**src/rtl/bart_pkg.sv**
```systemverilog
package bart_pkg;
    typedef enum logic [1:0] {
        PH_IDLE   = 2'd0,
        PH_ROW    = 2'd1,
        PH_APWAIT = 2'd2,
        PH_PRECH  = 2'd3
    } phase_e;
endpackage

```
**src/rtl/bart_cfg_reg.sv**
```systemverilog
module bart_cfg_reg #(
    parameter int CW = 5
) (
    input  logic          clk,
    input  logic          rst_n,
    input  logic          capture,
    input  logic [CW-1:0] twr_in,
    input  logic [CW-1:0] trp_in,
    input  logic [CW-1:0] wl_in,
    input  logic [CW-1:0] bl_in,
    output logic [CW-1:0] twr_q,
    output logic [CW-1:0] trp_q,
    output logic [CW-1:0] wl_q,
    output logic [CW-1:0] bl_q
);
    typedef struct packed {
        logic [CW-1:0] twr;
        logic [CW-1:0] trp;
        logic [CW-1:0] wl;
        logic [CW-1:0] bl;
    } cfg_t;

    cfg_t cfg_d, cfg_q;

    always_comb begin
        cfg_d = cfg_q;
        if (capture) begin
            cfg_d.twr = twr_in;
            cfg_d.trp = trp_in;
            cfg_d.wl  = wl_in;
            cfg_d.bl  = bl_in;
        end
    end

    always_ff @(posedge clk) begin
        if (!rst_n) cfg_q <= '0;
        else        cfg_q <= cfg_d;
    end

    assign twr_q = cfg_q.twr;
    assign trp_q = cfg_q.trp;
    assign wl_q  = cfg_q.wl;
    assign bl_q  = cfg_q.bl;

    AST_CFG_FROZEN: assert property (@(posedge clk) disable iff (!rst_n)
        !capture |=> $stable(cfg_q));
endmodule

```
**src/rtl/bart_countdown.sv**
```systemverilog
module bart_countdown #(
    parameter int W = 5
) (
    input  logic         clk,
    input  logic         rst_n,
    input  logic         load,
    input  logic [W-1:0] load_val,
    output logic         zero
);
    typedef struct packed {
        logic [W-1:0] cnt;
    } cnt_t;

    cnt_t cnt_d, cnt_q;

    always_comb begin
        cnt_d = cnt_q;
        if (load)                cnt_d.cnt = load_val;
        else if (cnt_q.cnt != 0) cnt_d.cnt = cnt_q.cnt - W'(1);
    end

    always_ff @(posedge clk) begin
        if (!rst_n) cnt_q <= '0;
        else        cnt_q <= cnt_d;
    end

    assign zero = (cnt_q.cnt == '0);

    AST_NO_WRAP: assert property (@(posedge clk) disable iff (!rst_n)
        (!load && zero) |=> zero);
endmodule

```
**src/rtl/bart_phase_fsm.sv**
```systemverilog
module bart_phase_fsm
    import bart_pkg::*;
(
    input  logic   clk,
    input  logic   rst_n,
    input  logic   cmd_act,
    input  logic   cmd_wr,
    input  logic   cmd_rd,
    input  logic   ap_flag,
    input  logic   trc_zero,
    input  logic   ph_zero,
    output phase_e phase,
    output logic   ready,
    output logic   viol,
    output logic   trc_load,
    output logic   ph_load,
    output logic   ph_pick_prech
);
    typedef struct packed {
        phase_e phase;
        logic   viol;
    } st_t;

    st_t        st_d, st_q;
    logic [1:0] n_cmd;
    logic       any_cmd;
    logic       multi_cmd;
    logic       ready_c;

    always_comb begin
        n_cmd         = {1'b0, cmd_act} + {1'b0, cmd_wr} + {1'b0, cmd_rd};
        any_cmd       = (n_cmd != 2'd0);
        multi_cmd     = (n_cmd > 2'd1);
        ready_c       = (st_q.phase == PH_IDLE) && trc_zero;
        st_d          = st_q;
        trc_load      = 1'b0;
        ph_load       = 1'b0;
        ph_pick_prech = 1'b0;
        unique case (st_q.phase)
            PH_IDLE: begin
                if (multi_cmd) begin
                    st_d.viol = 1'b1;
                end else if (cmd_act) begin
                    if (ready_c) begin
                        st_d.phase = PH_ROW;
                        trc_load   = 1'b1;
                    end else begin
                        st_d.viol = 1'b1;
                    end
                end
            end
            PH_ROW: begin
                if (multi_cmd || cmd_act) begin
                    st_d.viol = 1'b1;
                end else if (cmd_wr && ap_flag) begin
                    st_d.phase = PH_APWAIT;
                    ph_load    = 1'b1;
                end
            end
            PH_APWAIT: begin
                if (any_cmd) st_d.viol = 1'b1;
                if (ph_zero) begin
                    st_d.phase    = PH_PRECH;
                    ph_load       = 1'b1;
                    ph_pick_prech = 1'b1;
                end
            end
            PH_PRECH: begin
                if (any_cmd) st_d.viol = 1'b1;
                if (ph_zero) st_d.phase = PH_IDLE;
            end
            default: st_d.phase = PH_IDLE;
        endcase
    end

    always_ff @(posedge clk) begin
        if (!rst_n) st_q <= '{phase: PH_IDLE, viol: 1'b0};
        else        st_q <= st_d;
    end

    assign phase = st_q.phase;
    assign viol  = st_q.viol;
    assign ready = ready_c;

    AST_EARLY_ACT_FLAG: assert property (@(posedge clk) disable iff (!rst_n)
        (cmd_act && !ready) |=> viol);
    AST_VIOL_STICKY: assert property (@(posedge clk) disable iff (!rst_n)
        viol |=> viol);
    AST_ACT_OPENS_ROW: assert property (@(posedge clk) disable iff (!rst_n)
        (cmd_act && ready && !multi_cmd) |=> (phase == PH_ROW) && !ready);
    AST_AP_CMD_FLAG: assert property (@(posedge clk) disable iff (!rst_n)
        ((phase == PH_APWAIT || phase == PH_PRECH) && any_cmd) |=> viol);
    AST_MULTI_FLAG: assert property (@(posedge clk) disable iff (!rst_n)
        multi_cmd |=> viol);
endmodule

```
**src/rtl/bank_reactivate_timer.sv**
```systemverilog
module bank_reactivate_timer
    import bart_pkg::*;
#(
    parameter int CW = 5
) (
    input  logic          clk,
    input  logic          rst_n,
    input  logic          cmd_act,
    input  logic          cmd_wr,
    input  logic          cmd_rd,
    input  logic          ap_flag,
    input  logic [CW-1:0] cfg_trc,
    input  logic [CW-1:0] cfg_twr,
    input  logic [CW-1:0] cfg_trp,
    input  logic [CW-1:0] cfg_wl,
    input  logic [CW-1:0] cfg_bl,
    output logic          bank_ready,
    output logic          row_open,
    output logic          pchg_busy,
    output logic          violation
);
    localparam int PW = CW + 2;

    phase_e        phase;
    logic          trc_zero, ph_zero;
    logic          trc_load, ph_load, ph_pick_prech;
    logic [CW-1:0] twr_q, trp_q, wl_q, bl_q;
    logic [PW-1:0] wait_len, wait_val, prech_val, ph_val;
    logic [CW-1:0] trc_val;

    bart_cfg_reg #(.CW(CW)) u_cfg (
        .clk     (clk),
        .rst_n   (rst_n),
        .capture (phase == PH_IDLE),
        .twr_in  (cfg_twr),
        .trp_in  (cfg_trp),
        .wl_in   (cfg_wl),
        .bl_in   (cfg_bl),
        .twr_q   (twr_q),
        .trp_q   (trp_q),
        .wl_q    (wl_q),
        .bl_q    (bl_q)
    );

    always_comb begin
        wait_len  = PW'(wl_q) + PW'(bl_q >> 1) + PW'(twr_q);
        wait_val  = (wait_len >= PW'(2)) ? wait_len - PW'(2) : '0;
        prech_val = (trp_q != '0) ? PW'(trp_q - CW'(1)) : '0;
        ph_val    = ph_pick_prech ? prech_val : wait_val;
        trc_val   = (cfg_trc != '0) ? cfg_trc - CW'(1) : '0;
    end

    bart_countdown #(.W(CW)) u_trc_cnt (
        .clk      (clk),
        .rst_n    (rst_n),
        .load     (trc_load),
        .load_val (trc_val),
        .zero     (trc_zero)
    );

    bart_countdown #(.W(PW)) u_phase_cnt (
        .clk      (clk),
        .rst_n    (rst_n),
        .load     (ph_load),
        .load_val (ph_val),
        .zero     (ph_zero)
    );

    bart_phase_fsm u_fsm (
        .clk           (clk),
        .rst_n         (rst_n),
        .cmd_act       (cmd_act),
        .cmd_wr        (cmd_wr),
        .cmd_rd        (cmd_rd),
        .ap_flag       (ap_flag),
        .trc_zero      (trc_zero),
        .ph_zero       (ph_zero),
        .phase         (phase),
        .ready         (bank_ready),
        .viol          (violation),
        .trc_load      (trc_load),
        .ph_load       (ph_load),
        .ph_pick_prech (ph_pick_prech)
    );

    assign row_open  = (phase == PH_ROW);
    assign pchg_busy = (phase == PH_PRECH);

    AST_READY_CLOSED: assert property (@(posedge clk) disable iff (!rst_n)
        bank_ready |-> (!row_open && !pchg_busy));
    AST_PLAIN_WR_KEEPS_ROW: assert property (@(posedge clk) disable iff (!rst_n)
        (row_open && cmd_wr && !ap_flag && !cmd_act && !cmd_rd) |=> row_open);
    AST_READ_KEEPS_ROW: assert property (@(posedge clk) disable iff (!rst_n)
        (row_open && cmd_rd && !cmd_act && !cmd_wr) |=> row_open);
    AST_PRECH_FROM_WAIT: assert property (@(posedge clk) disable iff (!rst_n)
        $rose(pchg_busy) |-> !$past(row_open) && !$past(bank_ready));
endmodule

```
**config.mk**
```make
export PLATFORM = sky130hd
export DESIGN_NAME = bank_reactivate_timer
export DESIGN_NICKNAME = d
export VERILOG_FILES = /design/src/rtl/bart_pkg.sv /design/src/rtl/bart_cfg_reg.sv /design/src/rtl/bart_countdown.sv /design/src/rtl/bart_phase_fsm.sv /design/src/rtl/bank_reactivate_timer.sv
export SDC_FILE = /design/constraint.sdc
export NUM_CORES = 1
export LEC_CHECK = 0
export CORE_ASPECT_RATIO = 0.7
export CORE_MARGIN = 4
export CORE_UTILIZATION = 55
export CTS_CLUSTER_SIZE = 20
export DETAILED_ROUTE_END_ITERATION = 16
export GPL_ROUTABILITY_DRIVEN = 0
export PLACE_DENSITY = 0.78
export SETUP_SLACK_MARGIN = 0.3
export SYNTH_ARGS = -nofsm -noshare
export SYNTH_HDL_FRONTEND = slang
export SYNTH_SLANG_ARGS = --single-unit
export TNS_END_PERCENT = 10
```
**constraint.sdc**
```tcl
create_clock -name clk -period 8.7 [get_ports clk]
set_clock_uncertainty 0.15 [all_clocks]
set_input_delay 1.305 -clock clk [delete_from_list [all_inputs] [get_ports clk]]
set_output_delay 1.305 -clock clk [all_outputs]
set_load 0.02 [all_outputs]
```
# ---- Word level (Yosys, flattened, before mapping)
# Cells that the tools add are included.
dict set report op_classes {
  n_addsub 9
  magnitude_cmp 2
  eq_ne 13
  muxes 29
  reduce_logical 15
}
# operator n
set op_table {}
lappend op_table {{7-bit two-way mux} 5}
lappend op_table {{5-bit two-way mux} 3}
lappend op_table {{5-bit nonzero test} 3}
lappend op_table {{1-bit two-way mux} 12}
lappend op_table {{2-bit two-way mux} 6}
lappend op_table {{3-bit case mux with 4 select lines} 1}
lappend op_table {{2-bit != test, second input constant} 5}
lappend op_table {{5-bit by 1-bit subtractor with 5-bit output, second input constant} 2}
lappend op_table {{6-bit by 5-bit adder with 7-bit output} 1}
lappend op_table {{7-bit by 2-bit greater-or-equal comparator with 1-bit output, second input constant} 1}
lappend op_table {{7-bit logical NOT} 1}
lappend op_table {{7-bit AND reduction} 1}
lappend op_table {{7-bit nonzero test} 1}
lappend op_table {{7-bit by 1-bit subtractor with 7-bit output, second input constant} 1}
lappend op_table {{7-bit by 2-bit subtractor with 7-bit output, second input constant} 1}
lappend op_table {{5-bit by 4-bit adder with 6-bit output} 1}
lappend op_table {{2-bit by 1-bit != test with 1-bit output, second input constant} 3}
lappend op_table {{3-bit by 2-bit != test with 1-bit output, second input constant} 2}
lappend op_table {{2-bit nonzero test} 3}
lappend op_table {{5-bit by 1-bit subtractor with 6-bit output, second input constant} 1}
lappend op_table {{5-bit logical NOT} 1}
lappend op_table {{2-bit == test, second input constant} 2}
lappend op_table {{3-bit two-way mux} 1}
lappend op_table {{3-bit AND reduction} 1}
lappend op_table {{8 further kinds} 9}
dict set report totals {
  reg_bits 35
  input_bits 31
  out_inout_bits 4
  wordCells 76
}

# ---- Depth between registers and ports, before layout
# Gate-level depths: netlist of run 1.
dict set report depth {
  ltp_word 7
  mapped_depth 13
  mapped_depth_nobuf 13
}

# ---- Modules after synthesis
# A second synthesis of run 1 with hierarchy kept.
dict set report unflattened {
  cells_unflattened 271
  hier_area_um2 2461.1
}
# mod n_inst cells_per_inst area_each_um2
set by_module_without_submodules {}
lappend by_module_without_submodules {bart_cfg_reg 1 64 755.7}
lappend by_module_without_submodules {bank_reactivate_timer 1 93 671.9}
lappend by_module_without_submodules {{bart_countdown at u_phase_cnt} 1 44 411.6}
lappend by_module_without_submodules {bart_phase_fsm 1 36 321.6}
lappend by_module_without_submodules {{bart_countdown at u_trc_cnt} 1 34 300.3}

# ---- Least setup slack after synthesis of run 1
# No wires, ideal clock.
dict set report synth_timing {
  kind {input -> register}
  start {input port cmd_act}
  end {register u_phase_cnt.cnt_q[6] (netlist bit)}
  setup_ns 0.120
  arrival_time_ns 2.781
  t_required_ns 8.430
  path_slack_ns 5.649
  cell_stages 8
  n_path_buf 1
  path_cell_list {fa_1 -> nor2_1 -> and4_1 -> o21a_1 -> buf_4 -> o21ai_1 -> a41oi_1 -> a21oi_1}
}
dict set report synth_between {
  elab_chain_len 7
}
# element line_no
set synth_lines {}
lappend synth_lines {{start, declared} bank_reactivate_timer.sv:8} ;# input logic cmd_act,
lappend synth_lines {{1-bit by 1-bit adder with 2-bit output} bart_phase_fsm.sv:31} ;# n_cmd = {1'b0, cmd_act} + {1'b0, cmd_wr} + {1'b0, cmd_rd};
lappend synth_lines {{2-bit by 1-bit adder with 2-bit output} bart_phase_fsm.sv:31}
lappend synth_lines {{2-bit by 1-bit > comparator with 1-bit output} bart_phase_fsm.sv:33} ;# multi_cmd = (n_cmd > 2'd1);
lappend synth_lines {{1-bit logical OR *} bart_phase_fsm.sv:53} ;# if (multi_cmd || cmd_act) begin
lappend synth_lines {{1-bit two-way mux *} bart_phase_fsm.sv:53}
lappend synth_lines {{1-bit case mux with 2 select lines *} bart_phase_fsm.sv:39} ;# unique case (st_q.phase)
lappend synth_lines {{7-bit two-way mux or 2-bit nonzero test (tied branches)} --}
lappend synth_lines {{end signal, assigned} bart_countdown.sv:24} ;# else cnt_q <= cnt_d;
lappend synth_lines {{end, declared} bart_countdown.sv:14} ;# cnt_t cnt_d, cnt_q;
# Every way passes the cells marked *; elsewhere a longest branch is shown, timed or not.
# A chain may end at the register's enable or synchronous reset.

# ---- Worst setup path in the final report of run 1
dict set report layout_timing {
  start {register u_trc_cnt.cnt_q[0] (netlist bit)}
  end {output port bank_ready}
}
dict set report layout_between {
  elab_chain_len 2
}
# element line_no
set layout_lines {}
lappend layout_lines {{start, declared} bart_countdown.sv:14}
lappend layout_lines {{start signal, assigned} bart_countdown.sv:24}
lappend layout_lines {{5-bit logical NOT} bart_countdown.sv:27} ;# assign zero = (cnt_q.cnt == '0);
lappend layout_lines {{1-bit logical AND} bart_phase_fsm.sv:34} ;# ready_c = (st_q.phase == PH_IDLE) && trc_zero;
lappend layout_lines {{end, declared} bank_reactivate_timer.sv:17} ;# output logic bank_ready,
# Every way passes these cells.

==> results of run 1 <==
## worst min path at each step
stage | from | endpoint | cells after the start
final | u_cfg.wl_q[4]$_SDFFE_PN0P_ | u_cfg.wl_q[4]$_SDFFE_PN0P_ | 2
after global routing | u_trc_cnt.cnt_q[1]$_SDFFE_PN0P_ | u_trc_cnt.cnt_q[1]$_SDFFE_PN0P_ | 2
after CTS | u_trc_cnt.cnt_q[1]$_SDFFE_PN0P_ | u_trc_cnt.cnt_q[1]$_SDFFE_PN0P_ | 2
after detailed placement | u_trc_cnt.cnt_q[1]$_SDFFE_PN0P_ | u_trc_cnt.cnt_q[1]$_SDFFE_PN0P_ | 2
after global placement | u_cfg.bl_q[1]$_SDFFE_PN0P_ | u_cfg.bl_q[1]$_SDFFE_PN0P_ | 2
after floorplan | u_trc_cnt.cnt_q[1]$_SDFFE_PN0P_ | u_trc_cnt.cnt_q[1]$_SDFFE_PN0P_ | 2
## metal layers
metal	vias up	part of all wire, %
met1	921	49
met5	-	0
li1	989	-
met4	0	0.79
met2	45	45
met3	6	5.4
## power by group through the flow
stage	clock network, uW	logic (uW)	registers, uW
final	179	548	234
after global routing	190	612	241
after CTS	182	547	234
after detailed placement	0	538	237
after global placement	0	528	236
after floorplan	0	436	231
## metrics by stage
stage | instance area, sq um | total power, uW | util, %
after floorplan | 2360 | 666 | -
after global placement | 2710 | 764 | 67.4
after detailed placement | 2710 | 775 | 67.4
after CTS | 2840 | 963 | 70.8
after global routing | 2840 | 1040 | 70.8
final | 2840 | 961 | 70.8
## cells in the mapped netlist (all sizes together) (3+ instances only)
master,n
dfxtp,34
nor2,33
inv,26
mux2i,23
ha,14
o21ai,14
nand2,12
xnor2,11
nor3,9
a21oi,8
nor2b,7
fa,6
nand2b,6
buf,5
clkbuf,5
o221ai,4
a31oi,3
and2,3
nor4,3
o31ai,3
or3b,3
## state kept, by name, summed over array words and instances (netlist names)
name,count
u_phase_cnt.cnt_q,7
u_fsm.phase,2
u_cfg.bl_q,4
u_trc_cnt.cnt_q,5
u_fsm.viol,1
u_cfg.twr_q,5
u_cfg.wl_q,5
u_cfg.trp_q,5
## cells by family (layout without fill, tap and decap cells)
group | after synthesis | in the layout | share of synthesized area [%]
buf+inv | 37 | 69 | 6.73
simple gates | 89 | 89 | 20.8
xor+xnor | 13 | 13 | 4.82
flops | 34 | 34 | 28.8
mux | 24 | 24 | 10.2
fa+ha+maj | 20 | 20 | 12.5
compound gates | 51 | 51 | 16.1
## layout make-up
type,instances,area (sq um),area share (%)
Multi-Input combinational cell,197,1520,53.5
Sequential cell,34,681,23.9
Inverter,27,101,3.56
Timing Repair Buffer,34,338,11.9
Tap cell,52,65.1,2.29
Clock buffer,5,68.8,2.42
Clock inverter,3,68.8,2.42
## tightest hold or removal path, stage by stage (launching register included)
cell and delay [ns]:
dfxtp_1 0.34, mux2i_1 0.07, nor2_1 0.07
==> flow_summary.ini, run 1 <==
[setup_path]
reg2regPathDepth = 12
setup.worst_path.start = u_trc_cnt.cnt_q[0]$_SDFFE_PN0P_
crit_end = bank_ready
cp_slowest_cell = clkdlybuf4s50_1
crit_family = simple AND/OR/NAND/NOR gates
end_kind = output port
crit_path_max_incr_delay_ns = 0.60
path_class = reg -> out
cp_max_fo = 5
cp_data_arrival_time_ns = 2.46
cp.depth = 6
timing.rr.end = u_phase_cnt.cnt_q[1]$_SDFFE_PN0P_
r2r_slack_ns = 5.33
crit_path_start_kind = flop
worst-endpoint-required_ns = 7.24
worstReg2RegStart = u_cfg.twr_q[1]$_SDFFE_PN0P_
crit_chain = inv_1 > ha_1 > or3b_1 > nor2_1 > and2_1 > clkdlybuf4s50_1
path_buf_inv = 2

[grt]
grt_pass1_wl_microns = 8830
grt_overflow = 0
grt_use_met2_pct = 31.3
grt_max_degree = 25
grt_usage_pct = 20.0
use_met1_pct = 27.7
grt-busiest-layer = met2
antenna_found_initial = 0
met3_usage_pct = 4.74
first_global_vias = 1942

[final_layout]
final_cell_mix = dfxtp_1 (34), nor2_1 (33), clkdlybuf4s50_1 (33)
layout_commonest_cell = dfxtp_1
fillers = 341
layout-drive-gt1-share_pct = 8.33
antenna_cells = 0
finalNonFillerCells = 352
nets = 350
area_growth_pct = 20.5

[synthesis]
yosysWarningCount = 0
synthFlopType = dfxtp_1
ys_ff_latch = 34
yosysTopAreaCell = dfxtp_1
synth_nets = 319
syn_area_per_cell_sq_um = 8.81
synth-seq-area-share_pct = 28.8
netlist_instances = 268
yosys.area.top_type_share_pct = 28.8
synth_area_sq_um = 2360
yosysUniqueCellTypes = 58
synthTopCellsByArea = dfxtp_1 (29%), mux2i_1 (9.8%), ha_1 (7.4%)
async_flop_share_pct = 0
synth_edf_count = 0

[timing]
fmax_ghz = 0.255
holdWs_ns = 0.355
hold_viol_final = 0
min_period_over_period_pct = 45.1
finalCriticalPeriod_ns = 3.92
finalSetupViolations = 0
rsz0062_at_grt = no
tns_ns = 0
relSlewSlack_pct = 56.6
drv_slew = 0
worst_slew_pin_slew_ns = 0.649
fin_ws_ns = 4.78

[detailed_routing]
dr.pass1.iters = 4
drc = 0
drtAntennaViolNets = 0
vias = 1961
via_per_inst = 5.57
routed_wl_microns = 5060
drt_iter0_drc = 104
wl_per_cell_microns = 14.4

[power]
peakVddDrop_mv = 0.199
p_comb_share_pct = 57.0
p_leak_uw = 0.00126
seqPwrFrac_pct = 24.4
p_switching_uw = 394
power-per-cell-area_nw_per_um2 = 338
p_int_uw = 567
p_sw_share_pct = 41.0
p_clk_share_pct = 18.6

[die]
die_h_microns = 62.8
initial_core_util_pct = 58.8
rows = 19
die_x_microns = 86.3
dieArea_sq_um = 5420
io_pins = 35
core_area_sq_um = 4020

[outcome]
status = completed

[hold_path]
hp-class = reg -> reg

[cts]
ctsHoldBuffers = 0
cts_tree = yes
cts_root_buf = clkbuf_8
htree_levels = 2
numCtsBuffers = 5
cts_setup_buffers = 0
clockBufferDepth = 2
clkTransAtPathRegs_ns = 0.08
clkSinkCount = 34
clk_latency_ns = 0.30
cts_resized = 0

[place]
port_buffers = 33
place_ws_ns = 4.80
place_hpwl_microns = 3760
dpl.cell_count = 344

[flow_run]
cap_violations = 0
(Power assumes the default switching activity.)
==> run 2, diff against run 1 <==
--- a/config.mk
+++ b/config.mk
@@ -7,11 +7,11 @@
 export LEC_CHECK = 0
 export CORE_ASPECT_RATIO = 0.7
 export CORE_MARGIN = 4
-export CORE_UTILIZATION = 55
+export CORE_UTILIZATION = 54
 export CTS_CLUSTER_SIZE = 20
 export DETAILED_ROUTE_END_ITERATION = 16
 export GPL_ROUTABILITY_DRIVEN = 0
-export PLACE_DENSITY = 0.78
+export PLACE_DENSITY = 0.77
 export SETUP_SLACK_MARGIN = 0.3
 export SYNTH_ARGS = -nofsm -noshare
 export SYNTH_HDL_FRONTEND = slang
==> constraint.sdc (replaced) <==
create_clock -name clk -period 4 [get_ports clk]
set_clock_uncertainty 0.15 [all_clocks]
set_input_delay 0.6 -clock clk [delete_from_list [all_inputs] [get_ports clk]]
set_output_delay 0.6 -clock clk [all_outputs]
set_load 0.02 [all_outputs]
==> flow_summary.ini, run 2 (same netlist as run 1, synthesis figures left out) <==
[detailed_routing]
routed_wl_microns = 5110
drc = 0
drt_iter0_drc = 91
drtAntennaViolNets = 0
wl_per_cell_microns = 14.5
via_per_inst = 5.47
dr.pass1.iters = 4
vias = 1930

[cts]
clkSinkCount = 34
clk_latency_ns = 0.29
cts_root_buf = clkbuf_8
cts_resized = 0
cts_setup_buffers = 0
clkTransAtPathRegs_ns = 0.07
cts_tree = yes
htree_levels = 2
ctsHoldBuffers = 0
clockBufferDepth = 2
numCtsBuffers = 5

[grt]
grt_usage_pct = 19.9
grt_overflow = 0
grt_max_degree = 26
first_global_vias = 1904
antenna_found_initial = 0
grt_pass1_wl_microns = 8650

[timing]
fmax_ghz = 0.299
drv_slew = 0
rsz0062_at_grt = no
fin_ws_ns = 0.653
tns_ns = 0
finalSetupViolations = 0
relSlewSlack_pct = 65.6
min_period_over_period_pct = 83.7
worst_slew_pin_slew_ns = 0.514
finalCriticalPeriod_ns = 3.35
hold_viol_final = 0
holdWs_ns = 0.346

[power]
p_leak_uw = 0.00124
power-per-cell-area_nw_per_um2 = 697
peakVddDrop_mv = 0.398

[final_layout]
fillers = 345
top_register = u_phase_cnt.cnt_q
area_growth_pct = 19.0
antenna_cells = 0
final_cell_mix = dfxtp_1 (34), nor2_1 (33), clkdlybuf4s50_1 (33)
multi_input_area_sq_um = 1520
layout_commonest_cell = dfxtp_1
largest_reg_flops = 7
nets = 351
fin_area_sq_um = 2810
layout-drive-gt1-share_pct = 8.64
seqCellArea_sq_um = 681

[hold_path]
hold_path_depth = 2
min-delay-start = u_trc_cnt.cnt_q[1]$_SDFFE_PN0P_
min_to = u_trc_cnt.cnt_q[1]$_SDFFE_PN0P_
hp-class = reg -> reg

[setup_path]
path_buf_inv = 3
cp_data_arrival_time_ns = 3.38
crit_family = adder cells
cp_common_cell = inv_1
crit_chain = inv_1 > fa_1 > inv_1 > ha_1 > inv_1 > fa_1 > ha_1 > nand2_1 > a31o_1 > o41ai_4 > o221ai_1 > o211a_1
end_kind = flop
crit_path_max_incr_delay_ns = 0.53
path_class = reg -> reg
cp_max_fo = 6
worst-endpoint-required_ns = 4.04
crit_path_start_kind = flop
worstReg2RegStart = u_cfg.twr_q[1]$_SDFFE_PN0P_
timing.rr.end = u_phase_cnt.cnt_q[1]$_SDFFE_PN0P_
r2r_slack_ns = 0.65
reg2regPathDepth = 12
cp_slowest_cell = fa_1

[place]
port_buffers = 33
place_hpwl_microns = 3960
postPlaceCellArea_sq_um = 2710
place_ws_ns = 0.663

[die]
core_area_sq_um = 4070
dieArea_sq_um = 5510
io_pins = 35
die_h_microns = 63.3
initial_core_util_pct = 58.1
rows = 19
die_x_microns = 87.0

[flow_run]
cap_violations = 0

[outcome]
status = completed
==> run 2: cell types whose count changed in the layout (fill, tap and decap cells not counted) <==
cell,delta
buf_4,+1
clkinvlp_4,+1
bufinv_16,-2
clkinv_4,-1
clkbuf_8,+1
clkinv_2,+1
==> run 2: layer usage <==
layer | track usage [%] | part of all wire, %
met1 | 26.3 | 49
met2 | 29.9 | 43
met3 | 6.90 | 6.2
met4 | 7.39 | 1.4
met5 | 0 | 0
==> run 2: stage by stage <==
step	power [uW]	std cells	utilization, %
detailed placement	1680	345	66.8
global route	2120	353	69.1
global placement	1660	345	66.8
CTS	1960	353	69.1
floorplan	1450	268	-
finish	1960	353	69.1
==> run 2: area by class of cell <==
type | count | area share [%]
Tap cell | 52 | 2.32
Timing Repair Buffer | 35 | 12.3
Clock buffer | 6 | 2.94
Clock inverter | 2 | 0.445
Inverter | 27 | 3.61
Multi-Input combinational cell | 197 | 54.2
Sequential cell | 34 | 24.2
==> run 2: tightest hold or removal path: stages, from the launching register on <==
cell     delay, ns
dfxtp_1       0.32
inv_1         0.07
a31oi_1       0.07
==> run 2: how the worst max path moves through the flow <==
| stage | startpoint | to | slack, ns | cells past startpoint |
|---|---|---|---|---|
| after global routing | u_cfg.twr_q[1]$_SDFFE_PN0P_ | u_phase_cnt.cnt_q[1]$_SDFFE_PN0P_ | 0.45 | 12 |
| after detailed placement | u_cfg.twr_q[1]$_SDFFE_PN0P_ | u_phase_cnt.cnt_q[1]$_SDFFE_PN0P_ | 0.66 | 12 |
| after CTS | u_cfg.twr_q[1]$_SDFFE_PN0P_ | u_phase_cnt.cnt_q[1]$_SDFFE_PN0P_ | 0.65 | 12 |
| final | u_cfg.twr_q[1]$_SDFFE_PN0P_ | u_phase_cnt.cnt_q[1]$_SDFFE_PN0P_ | 0.65 | 12 |
| after floorplan | u_cfg.twr_q[1]$_SDFFE_PN0P_ | u_phase_cnt.cnt_q[0]$_SDFFE_PN0P_ | 0.99 | 12 |
| after global placement | u_cfg.twr_q[1]$_SDFFE_PN0P_ | u_phase_cnt.cnt_q[0]$_SDFFE_PN0P_ | 0.72 | 12 |
==> run 2: power breakdown <==
part | leakage, uW | total (uW) | switching (uW) | internal [uW]
sequential | 0.000282 | 512 | 81.4 | 430
combinational | 0.000916 | 1180 | 624 | 553
clock | 0.0000472 | 268 | 130 | 138
